$ cat src/rtl/bitslip_aligner.sv
module bitslip_aligner #(
  parameter int DW = 8,
  localparam int SW = $clog2(DW)
) (
  input  logic            clk,
  input  logic            rst,
  input  logic [DW-1:0]   rx_word,
  input  logic            slip_req,
  input  logic [2*DW-1:0] align_pat,
  output logic [DW-1:0]   word_out,
  output logic            pat_hit
);

  logic [DW-1:0] hist_q;
  logic [SW-1:0] slip_q;
  logic          req_q;

  wire            slip_edge = slip_req & ~req_q;
  wire [2*DW-1:0] pair      = {rx_word, hist_q};
  wire [DW-1:0]   win       = DW'(pair >> slip_q);

  always_ff @(posedge clk) begin
    if (rst) begin
      hist_q   <= '0;
      slip_q   <= '0;
      req_q    <= 1'b0;
      word_out <= '0;
      pat_hit  <= 1'b0;
    end else begin
      hist_q   <= rx_word;
      req_q    <= slip_req;
      if (slip_edge) slip_q <= slip_q + 1'b1;
      word_out <= win;
      pat_hit  <= ({win, word_out} == align_pat);
    end
  end


  reset_clear_chk: assert property (@(posedge clk)
    rst |=> (slip_q == '0 && word_out == '0 && !pat_hit && !req_q));


  slip_step_chk: assert property (@(posedge clk) disable iff (rst)
    (slip_req && !req_q) |=> slip_q == SW'($past(slip_q) + 1));


  slip_hold_chk: assert property (@(posedge clk) disable iff (rst)
    !(slip_req && !req_q) |=> $stable(slip_q));


  hit_match_chk: assert property (@(posedge clk) disable iff (rst)
    !$past(rst) |-> pat_hit == ({word_out, $past(word_out)} == $past(align_pat)));

endmodule

$ cat config.mk
export PLATFORM = sky130hd
export DESIGN_NAME = bitslip_aligner
export DESIGN_NICKNAME = d
export VERILOG_FILES = /design/src/rtl/bitslip_aligner.sv
export SDC_FILE = /design/constraint.sdc
export NUM_CORES = 1
export LEC_CHECK = 0
export CORE_MARGIN = 10
export CORE_UTILIZATION = 26
export CTS_BUF_LIST = sky130_fd_sc_hd__clkbuf_8
export CTS_CLUSTER_SIZE = 14
export DETAILED_ROUTE_END_ITERATION = 8
export DONT_BUFFER_PORTS = 1
export GPL_TIMING_DRIVEN = 0
export PLACE_DENSITY_LB_ADDON = 0.2
export SLEW_MARGIN = 0
export SYNTH_ARGS = -nofsm -noshare
export SYNTH_HDL_FRONTEND = slang
export SYNTH_SLANG_ARGS = --single-unit
$ cat constraint.sdc
create_clock -name clk -period 2.2 [get_ports clk]
set_clock_uncertainty 0.05 [all_clocks]
set_input_delay 0.44 -clock clk [delete_from_list [all_inputs] [get_ports clk]]
set_output_delay 0.44 -clock clk [all_outputs]
set_load 0.05 [all_outputs]
* Word level (Yosys, flattened, before mapping)
Cells that the tools add are included.
** Storage, ports and cells
- Register bits after elaboration :: 21
- Output and inout port bits :: 9
- Input bits :: 27
** Operators by class
- Shift operators :: 1
- Bitwise logic cells :: 2
- Eq/ne operators :: 1
- $add $sub $neg :: 1
** Operators with widths (count)
- 16-bit == test :: 1
- 16-bit by 3-bit right shift with 8-bit output :: 1
- 3-bit by 1-bit adder with 3-bit output, second input constant :: 1
- 1-bit AND :: 1
- 1-bit NOT :: 1

* Longest topological paths before layout
Gate-level depths: netlist of run 1.
- Depth in word-level cells :: 2
- Gate-level depth with buffers :: 7
- Mapped depth without buffers :: 5

* Worst setup path before layout of run 1
OpenSTA, ideal clock, no wires.
- Kind :: reg-to-reg
- Start point :: reg slip_q[1]
- End point :: reg pat_hit
- Slack :: 366 ps
- Stages on the path, launching flop included :: 8
- Clock period less this slack :: 1834 ps
- Arrival time :: 1697 ps
- Path buffers :: 2
- Library setup time :: 88 ps
- Cell sequence :: dfxtp_1 -> buf_6 -> buf_12 -> mux2i_1 -> mux4_1 -> xor2_1 -> nand4_1 -> nor4_2
** On the way
- Cells in the longest elaborated chain, start to end :: 2
** Ends and longest elaborated chain
- start: declaration :: RTL line 15 : logic [SW-1:0] slip_q;
- start signal: assignment :: RTL line 32 : if (slip_edge) slip_q <= slip_q + 1'b1;
- 16-bit by 3-bit right shift with 8-bit output :: RTL line 20 : wire [DW-1:0] win = DW'(pair >> slip_q);
- 16-bit == test :: RTL line 34 : pat_hit <= ({win, word_out} == align_pat);
- end signal: assignment :: RTL line 34
- end: declaration :: RTL line 11 : output logic pat_hit
Every way passes these cells.
A chain may end at the register's enable or synchronous reset.

* Worst setup path after layout of run 1
Ends and elaborated chain as after synthesis.

==> impl.org, run 1 <==
** Finish
- From synthesis to final layout, the design area changed by 9.70%.
- Number of nets at the end of the flow :: about 130
- Fraction of final layout cells sized beyond drive strength 1 :: about 14%
- The repair_antennas step left the layout with diodes totalling 0.
- Cell area after layout :: around 1200 um2
- Number of fillers in the final layout :: between 400 and 500
- The finished layout holds 150 standard cells, fillers aside.

** Worst setup path
- Max Fanout on Critical Path :: 10
- For the worst setup path, the data arrival time is approximately 2.1 ns.
- Worst flop-to-flop path endpoint :: pat_hit$_SDFF_PP0_
- In this run the register-to-register setup slack is 0.24 ns.
- Worst Setup Start Kind :: flip-flop
- The critical path is of the flip-flop to flip-flop type.
- Start of the worst register-to-register path :: slip_q[1]$_SDFFE_PP0P_
- Data on the critical path is required at its endpoint by 2.33 ns.
- The critical path ends at pat_hit$_SDFF_PP0_.
- Startpoint of the worst setup timing path :: slip_q[1]$_SDFFE_PP0P_
- The worst register-to-register path has a depth of 7.
- Category of the worst setup path capture point :: flip-flop

** CTS
- TritonCTS created 3 clock buffers.
- The tree built by TritonCTS fans out to 21 sinks.
- CTS root buffer :: sky130_fd_sc_hd__clkbuf_8
- Clk_lat worst skew :: between 0.2 and 0.3 ns
- H-tree level count :: 1
- Clock-pin transition on the worst setup and hold timing paths :: roughly 0.080 ns
- TritonCTS clock tree :: done
- Buffers from clock root to sink, at most :: 2
- Buffers added to address setup during post-CTS repair amount to 0.
- Number of resized instances in the post-cts repair step :: 0
- Number of buffers inserted by hold repair at cts :: 0

** STA
- Setup total negative slack :: 0 ns
- The number of max-slew violations in the final report was 0.
- Unrepaired setup endpoints after global routing :: no
- The final critical path takes up 89.0% of the cycle.
- Max-Slew Margin vs Limit :: 63.4%
- Setup violations remaining at the end of the flow were counted as 0.
- The final number of hold-violating endpoints is 0.
- Worst-margin pin slew :: 0.548 ns
- Final critical delay including setup and external delays :: between 1.5 and 2 ns
- Achievable clock frequency :: a little over 500 MHz

** Routing
- In this run, the number of DRC markers left after iteration 0 of detailed routing was 19.
- In this run the remaining antenna-violating nets after routing total 0.
- Remaining routing DRC violations :: 0
- In the routed layout, each cell is associated on average with a via count of 4.83.
- Via total after detailed routing :: between 700 and 800
- The routed design has about 2500 um of wire.
- Post-detailed-route wirelength per cell :: between 15 and 20 um
- Before antenna repair, the detailed router went through 2 iterations.

** Power
- Leakage Power :: slightly above 0.4 nW
- Gate power share :: between 10% and 20%
- In this run switching power makes up just under 30% of total power.
- Clock power share :: between 20% and 30%
- Sequential share of power :: 52.8%
- Cell Pwr Density :: 708 nW/um2
- The analysis attributes to net switching a power of 254 uW.
- Worst vdd ir :: around 270 uV
- The internal power of the cells totals around 620 uW.

** Logic synthesis
- Multiplexer fraction of the synthesized cell area :: roughly 30%
- Mapped Nets :: roughly 120
- The cell count after synthesis came out at 96.
- Area leader, netlist :: sky130_fd_sc_hd__dfxtp_1
- After Yosys synthesis, XOR and XNOR cells account for 14.0% of the synthesized area.
- By area, the combinational part of the netlist is dominated by multiplexers.
- Synthesized flop and latch total :: 21
- The share of the Yosys chip area taken by registers is between 30% and 40%.
- After Yosys synthesis, and, or, nand and nor cells account for a little over an eighth of the synthesized area.
- Mean cell area of the mapped netlist :: 11.7 um2
- The synthesized netlist devotes under 10% of its cell area to adder and majority cells.
- Number of library cell types mapped by synthesis :: 19
- The top cell type by area accounts for roughly 37% of the synthesized area.
- After synthesis the cells add up to 1120 um2.
- The Yosys step of the flow raised 0 warnings.
- In the post-synthesis netlist, the biggest area contributors are sky130_fd_sc_hd__dfxtp_1, sky130_fd_sc_hd__mux2i_1, sky130_fd_sc_hd__mux4_2.
- Compound-Gate Fraction of Synth Area :: 0%

** Global route
- Wire length of the first global-routing pass :: between 4000 and 5000 um
- Remaining global-route overflow :: 0
- Entering global routing, the biggest net connects 13 pins.
- Initial antenna violation count :: 0
- The via count of the first global-routing pass came to ~800.
- GRT Total Usage :: under 10%

** Floorplan
- Area of the die :: 7340 um2
- Die X :: approximately 86 um
- Placement row count :: 23
- IO Count :: 36
- The die is 85.7 um tall.
- CORE AREA :: between 4000 and 5000 um2
- The initial utilization of the core area, before any placement, comes to 27.5%.

** Run status
- Run status :: completed

** Placement
- In this run, placement finished with an instance count of 146.
- Final weighted congestion in routability-driven placement :: 0.766
- Placed wire-length estimate after detailed placement :: 2110 um
- In this run the tool buffered the top-level ports with 0 buffer cells.
- Once placement finished, the instance area stood at roughly 1200 um2.

** Min path
- Class of the tightest hold or removal check :: input pin to flip-flop

** Job
- Number of maximum-capacitance violations :: 0
-- final cells by class --
class	count	area, um2	area share (%)
Sequential cell	21	420	34.1
Clock buffer	3	41.3	3.35
Tap cell	50	62.6	5.08
Buffer	6	51.3	4.17
Multi-Input combinational cell	69	651	52.8
Clock inverter	1	5.00	0.407
-- cells by family (layout without fill, tap and decap cells) --
| kind of cell | count (synthesis) | after routing |
|---|---|---|
| fa+ha+maj | 1 | 1 |
| flops | 21 | 21 |
| simple gates | 28 | 28 |
| mux | 22 | 22 |
| xor+xnor | 18 | 18 |
| buf+inv | 6 | 10 |
-- placed cells by master (no fill, tap or decap) --
cell / Yosys / final
sky130_fd_sc_hd__buf_4: 1 / 1
sky130_fd_sc_hd__nor4_2: 1 / 1
sky130_fd_sc_hd__nor2b_1: 10 / 10
sky130_fd_sc_hd__xnor2_1: 9 / 9
sky130_fd_sc_hd__mux2i_1: 14 / 14
sky130_fd_sc_hd__clkbuf_8: 0 / 3
sky130_fd_sc_hd__mux4_2: 5 / 5
sky130_fd_sc_hd__buf_2: 1 / 1
sky130_fd_sc_hd__clkbuf_1: 2 / 2
sky130_fd_sc_hd__xor2_1: 9 / 9
sky130_fd_sc_hd__nand4_1: 3 / 3
sky130_fd_sc_hd__ha_1: 1 / 1
sky130_fd_sc_hd__mux4_1: 3 / 3
sky130_fd_sc_hd__nand3_1: 1 / 1
sky130_fd_sc_hd__buf_6: 1 / 1
sky130_fd_sc_hd__clkinv_2: 0 / 1
sky130_fd_sc_hd__nand2_1: 1 / 1
sky130_fd_sc_hd__buf_12: 1 / 1
sky130_fd_sc_hd__nor3_1: 1 / 1
sky130_fd_sc_hd__dfxtp_1: 21 / 21
sky130_fd_sc_hd__nor2_1: 11 / 11
-- worst min-delay path by stage --
stage / endpoint / from / depth (start not counted) / slack, ns
floorplan: slip_q[0]$_SDFFE_PP0P_ / req_q$_SDFF_PP0_ / 3 / 0.51
global placement: hist_q[5]$_SDFF_PP0_ / rx_word[5] / 1 / 0.52
detailed placement: hist_q[4]$_SDFF_PP0_ / rx_word[4] / 1 / 0.52
CTS: hist_q[0]$_SDFF_PP0_ / rx_word[0] / 1 / 0.25
global route: hist_q[0]$_SDFF_PP0_ / rx_word[0] / 1 / 0.24
finish: hist_q[0]$_SDFF_PP0_ / rx_word[0] / 1 / 0.26
-- Yosys cell counts --
| cell | count |
|---|---|
| sky130_fd_sc_hd__buf_2 | 1 |
| sky130_fd_sc_hd__dfxtp_1 | 21 |
| sky130_fd_sc_hd__xnor2_1 | 9 |
| sky130_fd_sc_hd__mux4_2 | 5 |
| sky130_fd_sc_hd__mux2i_1 | 14 |
| sky130_fd_sc_hd__ha_1 | 1 |
| sky130_fd_sc_hd__buf_12 | 1 |
| sky130_fd_sc_hd__buf_4 | 1 |
| sky130_fd_sc_hd__nor3_1 | 1 |
| sky130_fd_sc_hd__nor4_2 | 1 |
| sky130_fd_sc_hd__xor2_1 | 9 |
| sky130_fd_sc_hd__buf_6 | 1 |
| sky130_fd_sc_hd__nand2_1 | 1 |
| sky130_fd_sc_hd__nand4_1 | 3 |
| sky130_fd_sc_hd__clkbuf_1 | 2 |
| sky130_fd_sc_hd__nor2_1 | 11 |
| sky130_fd_sc_hd__mux4_1 | 3 |
| sky130_fd_sc_hd__nor2b_1 | 10 |
| sky130_fd_sc_hd__nand3_1 | 1 |
-- sequential cells by signal, summed over array words and instances (netlist names) --
name / flops
pat_hit: 1
word_out: 8
req_q: 1
hist_q: 8
slip_q: 3
-- metrics by stage --
step                      setup slack (ns)  hold slack [ns]  util, %  power [mW]
after CTS                            0.221            0.250     30.1       0.891
after global routing                0.0944            0.237     30.1       0.928
after detailed placement             0.236            0.524     29.0       0.635
final                                0.242            0.258     30.1       0.872
after floorplan                      0.366            0.506        -       0.605
after global placement               0.255            0.519     29.0       0.632
-- per-layer routing --
| metal | up-vias | share of wire (%) | GRT usage (%) | wire length, um |
|---|---|---|---|---|
| met5 | - | 0 | 0 | 0 |
| met4 | 0 | 0.57 | 1.35 | 14 |
| met3 | 2 | 14 | 4.54 | 337 |
| met2 | 35 | 39 | 9.95 | 961 |
| met1 | 343 | 47 | 8.31 | 1160 |
| li1 | 344 | - | - | - |
-- power groups by stage --
| stage | combinational [mW] | sequential [mW] | clock [mW] |
|---|---|---|---|
| after global placement | 0.162 | 0.470 | 0 |
| after global routing | 0.180 | 0.464 | 0.283 |
| after floorplan | 0.140 | 0.465 | 0 |
| after detailed placement | 0.165 | 0.470 | 0 |
| final | 0.163 | 0.460 | 0.249 |
| after CTS | 0.167 | 0.461 | 0.264 |
-- critical path: stages (launching register included) --
cell	delay [ns]
sky130_fd_sc_hd__dfxtp_1	0.33
sky130_fd_sc_hd__buf_6	0.14
sky130_fd_sc_hd__buf_12	0.14
sky130_fd_sc_hd__mux2i_1	0.15
sky130_fd_sc_hd__mux4_1	0.58
sky130_fd_sc_hd__xor2_1	0.16
sky130_fd_sc_hd__nand3_1	0.11
sky130_fd_sc_hd__nor4_2	0.23
(Power assumes the default switching activity.)
==> run 2: changes to the inputs <==
ABC_AREA = 1   (was not set)
TNS_END_PERCENT = 50   (was not set)
==> run 2 against run 1 <==
Combinational power is 30% higher; critical path depth increased by 4; power up 8.9%; largest cell class unchanged; final cell count up 91%; worst hold slack worse by 0.042 ns; first-iteration DRC count rose to 3.1 times the previous value; routed wire length is 47% higher; register-to-register slack better by 0.33 ns.
==> impl.org, run 2 <==
** STA
- Worst-margin pin slew :: about 0.55 ns
- The final number of hold-violating endpoints was 0.
- Count of final setup violators :: 0
- Setup repair after global routing left no endpoint under its margin.
- Worst hold-check slack :: roughly 0.22 ns
- Share of the clock period used by the worst path :: 74.0%
- Max-Slew Margin vs Limit :: around 63%
- Summed over all failing endpoints, the final setup total negative slack is 0 ns.
- Final critical delay including setup and external delays :: around 1.6 ns
- Based on the critical path, the design can be clocked at up to approximately 610 MHz.
- Max Slew Vio Count :: 0

** Logic synthesis
- After synthesis, the largest area contributor takes up roughly a third of total cell area.
- The synthesized design contains 0 enable-type register cells.
- Summed over all instances, the cell type with the most area after synthesis is sky130_fd_sc_hd__dfxtp_1.
- In this run, distinct cell masters in the synthesized netlist total 18.
- Simple logic cell fraction of the synthesized area :: ~47%
- Summing every instance area after synthesis gives 1290 um2.
- In the synthesized netlist, the number of instances is 216.
- Adder and majority cell fraction of the synthesized area :: less than 1%
- Mapped Nets :: around 240
- A synthesized cell averages between 5 and 6 um2.
- By count the netlist is led by sky130_fd_sc_hd__nand2_1, sky130_fd_sc_hd__nand3_1, sky130_fd_sc_hd__inv_1.
- Yosys attributes the largest share of cell area to sky130_fd_sc_hd__dfxtp_1, sky130_fd_sc_hd__nand2_1, sky130_fd_sc_hd__nand3_1.
- Synthesis inferred 21 register bits.
- The most used flip-flop cell after synthesis is sky130_fd_sc_hd__dfxtp_1.
- Dominant cell by count in the synthesized netlist :: sky130_fd_sc_hd__nand2_1
- The portion of synthesized area spent on multiplexers is 0%.
- Synthesis warning total :: 0
- Summing the areas of all compound-gate instances in the mapped netlist gives 5.44% of the synthesized area.
- Sequential cells were found to cover ~33% of the synthesized design area.
- Of all flip-flops after synthesis, the portion carrying an async set or reset was 0%.
- The synthesized netlist devotes 2.72% of its cell area to XOR and XNOR gates.
- Dominant combinational cell family by area after synthesis :: simple AND/OR/NAND/NOR gates

** Routing
- After detailed routing, the wire length on met1 is about 1800 um.
- Via density per instance :: roughly 4.4
- Post-detailed-route wirelength per cell :: approximately 13 um
- Number of nets still failing antenna checks after routing :: 0
- Top sig layer :: met4
- For this run, design rule violations remaining after detail routing come to 0.
- The detailed router finished its first iteration with 59 violations.
- Total wire length :: between 3000 and 4000 um
- WL met2 :: roughly 1500 um
- For this run, the detailed router's first-pass iteration total came to 4.
- Via total after detailed routing :: about 1,300
- In the detailed route, the total length drawn on met3 is approximately 350 um.

** Global route
- Largest net degree at the start of global routing :: 12
- The first global-routing pass estimated between 6000 and 7000 um of wire.
- GRT Total Usage :: 9.42%
- Remaining global-route overflow :: 0
- Via count of the first global-routing pass :: approximately 1,300
- The number of antenna violations at the first check in global routing came to 0.

** Worst setup path
- By startpoint and endpoint, the worst setup path is classified as flip-flop to flip-flop.
- Reg2Reg Depth :: 11
- Worst flop-to-flop path endpoint :: pat_hit$_SDFF_PP0_
- Worst EP required :: 2.36 ns
- For flop-to-flop paths, the worst setup slack is roughly 0.57 ns.
- Worst Setup Start Kind :: flip-flop
- Max Fanout on Critical Path :: 10
- CP max stage delay :: 0.49 ns
- Cell repeated most along the worst path :: sky130_fd_sc_hd__nand2_1
- In this run the critical register-to-register path is launched from slip_q[0]$_SDFFE_PP0P_.
- Category of the worst setup path capture point :: flip-flop
- The slowest stage of the critical path belongs to the cell sky130_fd_sc_hd__dfxtp_1.
- For the worst setup path, the data arrival time is around 1.8 ns.
- Critical path cell sequence :: inv_2 -> buf_6 -> nand2_1 -> nand3_1 -> nand3_1 -> nand2_1 -> nand2_1 -> nand2_1 -> nor2_1 -> nand3_1 -> nor2_1
- The cell family contributing the most delay on the critical path is simple AND/OR/NAND/NOR gates.
- The critical path contains buffers and inverters numbering 2 combined.

** Min path
- The worst hold path terminates at hist_q[1]$_SDFF_PP0_.
- The worst hold path begins at rx_word[1].
- The path class of the tightest hold or removal check is input pin to flip-flop.
- The worst hold path passes through 2 cells.

** CTS
- Clock net sink count :: 21
- CTS root buffer :: sky130_fd_sc_hd__clkbuf_8
- Buffers from clock root to sink, at most :: 2
- Number of resized instances in the post-cts repair step :: 0
- After clock tree synthesis, the clock-pin slew on the worst setup and hold paths is ~0.080 ns.
- Buffers inserted during clock tree synthesis total 3.
- In this run the post-CTS setup repair buffer count came out at 0.
- Clk_lat worst skew :: 0.27 ns
- TritonCTS clock tree :: done
- CTS built an H-tree with a depth of 1.
- For this design, the CTS-stage hold fixing added 0 buffers.

** Floorplan
- Placement row count :: 25
- Once the floorplan was initialized, standard cells occupied a little over a quarter of the core.
- Die X :: 90.4 um
- The core region is around 4800 um2.
- The floorplan step set the die height to 90.4 um.
- Area of the die :: about 8200 um2
- In this run the count of I/O pins placed on the die edge is 36.

** Run status
- The run finished with clean final reports.

** Placement
- Detailed placement finished with a half-perimeter wire length of around 3000 um.
- Routability-driven placement finished with a final weighted congestion of about 0.8.
- Port-buffer cells :: 0

** Power
- Cell Pwr Density :: approximately 670 nW/um2
- IR analysis of the VDD net gives a maximum drop of roughly 300 uV.
- Leakage Power :: around 0.72 nW

** Finish
- Commonest non-fill, non-tap cell in the layout :: sky130_fd_sc_hd__nand2_1
- Largest registers :: hist_q (8), word_out (8), slip_q (3)
- Number of antenna diodes :: 0
- For this run, the post-layout net count is 249.
- The library cells used most frequently in the layout, excluding fill and tap cells, are sky130_fd_sc_hd__nand2_1, sky130_fd_sc_hd__nand3_1, sky130_fd_sc_hd__inv_1.
- Fraction of final layout cells sized beyond drive strength 1 :: about 6%
- Relative to the synthesized area, the layout overhead comes to 10.0%.

** Job
- Number of maximum-capacitance violations :: 0
==> run 2: changes by cell type after synthesis, moves of 10 or more <==
cell	before	now
sky130_fd_sc_hd__a21oi_1	0	11
sky130_fd_sc_hd__inv_1	0	26
sky130_fd_sc_hd__nand2_1	1	75
sky130_fd_sc_hd__mux2i_1	14	0
sky130_fd_sc_hd__nand3_1	1	40
sky130_fd_sc_hd__nor2b_1	10	0
==> run 2: final cells by class <==
class                           count  area, um2
Sequential cell                    21        420
Clock inverter                      1       3.75
Multi-Input combinational cell    160        722
Fill cell                         553       3340
Clock buffer                        3       41.3
Buffer                              7       41.3
Inverter                           28        105
Tap cell                           67       83.8
==> run 2: per-stage QoR <==
stage,utilization (%),setup WS [ns],power [mW],instances,cell area [um2]
finish,29.8,0.573,0.950,287,1420
global route,29.8,0.346,1.02,287,1420
CTS,29.8,0.552,0.959,287,1420
detailed placement,28.9,0.541,0.701,283,1370
global placement,28.9,0.555,0.701,283,1370
floorplan,-,0.768,0.653,216,1290
==> run 2: cell families after synthesis <==
group | count (synthesis)
compound gates | 14
flops | 21
buf+inv | 35
fa+ha+maj | 1
simple gates | 141
xor+xnor | 4
==> run 2: worst max-delay path by stage <==
stage                                 startpoint                  to  slack (ns)  cells after the start
after floorplan           word_out[6]$_SDFF_PP0_  pat_hit$_SDFF_PP0_        0.77                     10
after global placement                       rst  pat_hit$_SDFF_PP0_        0.56                     10
after detailed placement                     rst  pat_hit$_SDFF_PP0_        0.54                     10
after CTS                 slip_q[0]$_SDFFE_PP0P_  pat_hit$_SDFF_PP0_        0.55                     11
after global routing      slip_q[0]$_SDFFE_PP0P_  pat_hit$_SDFF_PP0_        0.35                     11
final                     slip_q[0]$_SDFFE_PP0P_  pat_hit$_SDFF_PP0_        0.57                     11
==> run 2: per-layer routing <==
layer	up-vias	global-route usage, %
met5	-	0
met2	40	13.7
li1	683	-
met4	0	2.39
met1	546	12.2
met3	5	4.32
==> run 2: power breakdown <==
group,internal [mW],total (mW),switching [mW]
registers,0.407,0.479,0.0729
clock network,0.125,0.258,0.133
logic,0.0806,0.212,0.132
total,0.612,0.950,0.338
==> run 3: changes to the inputs <==
clock period = 1.5 ns   (was 2.2 ns; I/O delays follow)
==> run 3 against run 2 <==
Cell area increased by 22%; final cell count increased by 1.7%; power increased by 59%; via count grew 4.8%; critical path type unchanged; first-iteration DRC count grew 20%; register-to-register slack worse by 0.50 ns; flip-flop and latch count unchanged; core utilization up 6.5 points; combinational power up 100%; worst hold slack lost 0.14 ns; largest power group unchanged; clock power grew 44%.
==> impl.org, run 3 (synthesis results as in run 2) <==
** Run status
- Run status :: completed

** Worst setup path
- The most numerous cell type found on the critical path is sky130_fd_sc_hd__nand2_1.
- Buffers & Inverters on Critical Path :: 2
- Critical path cell sequence :: inv_8 -> buf_8 -> nand2_4 -> nand3_2 -> nand3_4 -> nand2_1 -> nand2_1 -> nand2_1 -> nor2_1 -> nand3_1 -> nor2_1
- Data on the critical path arrives at its endpoint at 1.59 ns.
- Worst EP required :: ~1.7 ns
- Max Fanout on Critical Path :: 7
- STA classifies the critical path endpoint as a flip-flop.
- On the critical path the largest part of the delay comes from simple AND/OR/NAND/NOR gates.
- On the worst path, the slowest cell contributes a delay of approximately 0.44 ns.
- The critical path is of the flip-flop to flip-flop type.
- The slowest stage of the critical path belongs to the cell sky130_fd_sc_hd__dfxtp_4.
- Worst Setup Start Kind :: flip-flop
- Worst setup slack for register-to-register paths :: between 0.06 and 0.07 ns

** Routing
- Via density per instance :: ~4.6
- Number of iterations in the first detailed-routing pass :: 4
- Dividing the detail-routed wire length by the instance count gives 13.3 um.
- Initial drt markers :: 71
- The detail route stage leaves a number of antenna-violating nets equal to 0.
- Total wire length :: approximately 4000 um
- In the routed design, unresolved DRC markers number 0.
- The routed layout has roughly 1,300 vias.

** Floorplan
- During I/O placement, the number of pins put on the boundary was 36.
- The die is between 90 and 100 um wide.
- The die covers slightly above 8000 um2.
- The die is 90.4 um tall.
- Once the floorplan was initialized, standard cells occupied 27.1% of the core.
- After floorplanning, the core was sized to cover 4750 um2.
- Placement row count :: 25

** Global route
- Largest net degree at the start of global routing :: 12
- Initial antenna violation count :: 0
- Global routing used about a tenth of the available tracks across all layers.
- Remaining global-route overflow :: 0
- Via count of the first global-routing pass :: between 1,000 and 1,500
- Wire length of the first global-routing pass :: around 6400 um

** Finish
- Area grow syn2layout :: 34.1%
- Fraction of final layout cells sized beyond drive strength 1 :: between 20% and 30%
- Leaving out fill and tap cells, the most frequent cells in the layout are sky130_fd_sc_hd__nand2_1, sky130_fd_sc_hd__inv_1, sky130_fd_sc_hd__nor2_1, sky130_fd_sc_hd__nand3_1, sky130_fd_sc_hd__nand3_2.
- Number of nets at the end of the flow :: around 250
- Fill cells in the final layout number roughly 530.
- Largest registers :: hist_q (8), word_out (8), slip_q (3)
- After routing the design area is ~1700 um2.
- The repair_antennas step left the layout with diodes totalling 0.
- Leaving out fill and tap cells, the most frequent cell in the layout is sky130_fd_sc_hd__nand2_1.

** CTS
- Clock net sink count :: 21
- H-tree level count :: 1
- Clock-pin transition on the worst setup and hold timing paths :: 0.08 ns
- Number of buffers inserted by hold repair at cts :: 0
- Inserted Clock Buffers :: 3
- The longest clock path from root to sink contains 2 buffers.
- Clk_lat worst skew :: between 0.2 and 0.3 ns
- TritonCTS clock tree :: done
- CTS root buffer :: sky130_fd_sc_hd__clkbuf_8

** Placement
- Port-buffer cells :: 0
- Placed wire-length estimate after detailed placement :: 2940 um
- The placed instances occupy a cell area of approximately 1400 um2.
- Final weighted congestion in routability-driven placement :: 0.805

** Power
- Leakage Power :: 0.840 nW
- Worst vdd ir :: ~470 uV
- Overall power of the completed layout :: between 1.5 and 2 mW
- Dividing total power by cell area gives a power density of between 800 and 900 nW/um2.

** STA
- Across all hold checks on the routed design, the worst slack comes to about 0.080 ns.
- Setup repair after global routing could not meet its margin everywhere.
- For the pin with the worst max-slew slack, the measured transition is 0.546 ns.
- The final number of hold-violating endpoints is 0.
- Dividing the final minimum period by the clock period gives 95.4%.
- Achievable clock frequency :: between 600 and 700 MHz
- Count of final setup violators :: 0
- Max-Slew Margin vs Limit :: 63.6%
- Final critical delay including setup and external delays :: 1.43 ns
- The number of max-slew violations in the final report came to 0.

** Min path
- The tightest min-delay check is of the input pin to flip-flop type.

** Job
- Number of maximum-capacitance violations :: 0
-- run 3: cell types whose count changed in the layout (fill, tap and decap cells not counted), sizes merged --
cell,before,now
clkbuf,5,7
buf,5,8
inv,28,29
clkinv,1,0
-- run 3: repair_timing --
item / 4_1_cts / 5_1_grt
setup endpoints to repair: 1 / 1
buffers inserted: 0 / 3
gates resized for setup: 16 / 52
gates cloned: 0 / 2
pin swaps: 0 / 6
-- run 3: layout make-up --
cell class	instances	area [um2]	share of cell area, %
Clock buffer	3	41.3	2.39
Multi-Input combinational cell	160	893	51.7
Clock inverter	1	3.75	0.217
Buffer	7	68.8	3.98
Timing Repair Buffer	5	76.3	4.42
Inverter	28	115	6.66
Sequential cell	21	445	25.8
Tap cell	67	83.8	4.85
-- run 3: worst paths after layout --
| path | from | cells past startpoint | end |
|---|---|---|---|
| worst max-delay path | slip_q[0]$_SDFFE_PP0P_ | 11 | pat_hit$_SDFF_PP0_ |
| worst min register to register | req_q$_SDFF_PP0_ | 3 | slip_q[2]$_SDFFE_PP0P_ |
| worst min-delay path | rx_word[1] | 2 | hist_q[1]$_SDFF_PP0_ |
| worst max register to register | slip_q[0]$_SDFFE_PP0P_ | 11 | pat_hit$_SDFF_PP0_ |
-- run 3: where the power goes --
group          switching (mW)  leakage [nW]  internal [mW]  total [mW]
logic                   0.237         0.634          0.186       0.423
clock network           0.189        0.0269          0.183       0.372
registers               0.115         0.179          0.601       0.716
total                   0.542         0.840          0.970        1.51
-- run 3: layer usage --
metal  routed length [um]  global-route usage, %  vias to the layer above  share of wire, %
met2                 1690                   13.8                       46                43
li1                     -                      -                      697                 -
met1                 1740                   12.2                      585                45
met3                  403                   4.32                        7                10
met4                   53                   2.39                        0               1.4
met5                    0                      0                        -                 0
-- run 3: through the flow --
step           worst slack, ns  setup TNS (ns)  instances  utilization [%]
6_report                0.0688               0        292             36.3
2_1_floorplan           0.0677               0        216                -
3_3_place_gp            -0.122          -0.122        283             28.9
3_5_place_dp            -0.123          -0.123        283             28.9
4_1_cts                 0.0155               0        287             30.5
5_1_grt                -0.0417         -0.0417        292             36.3
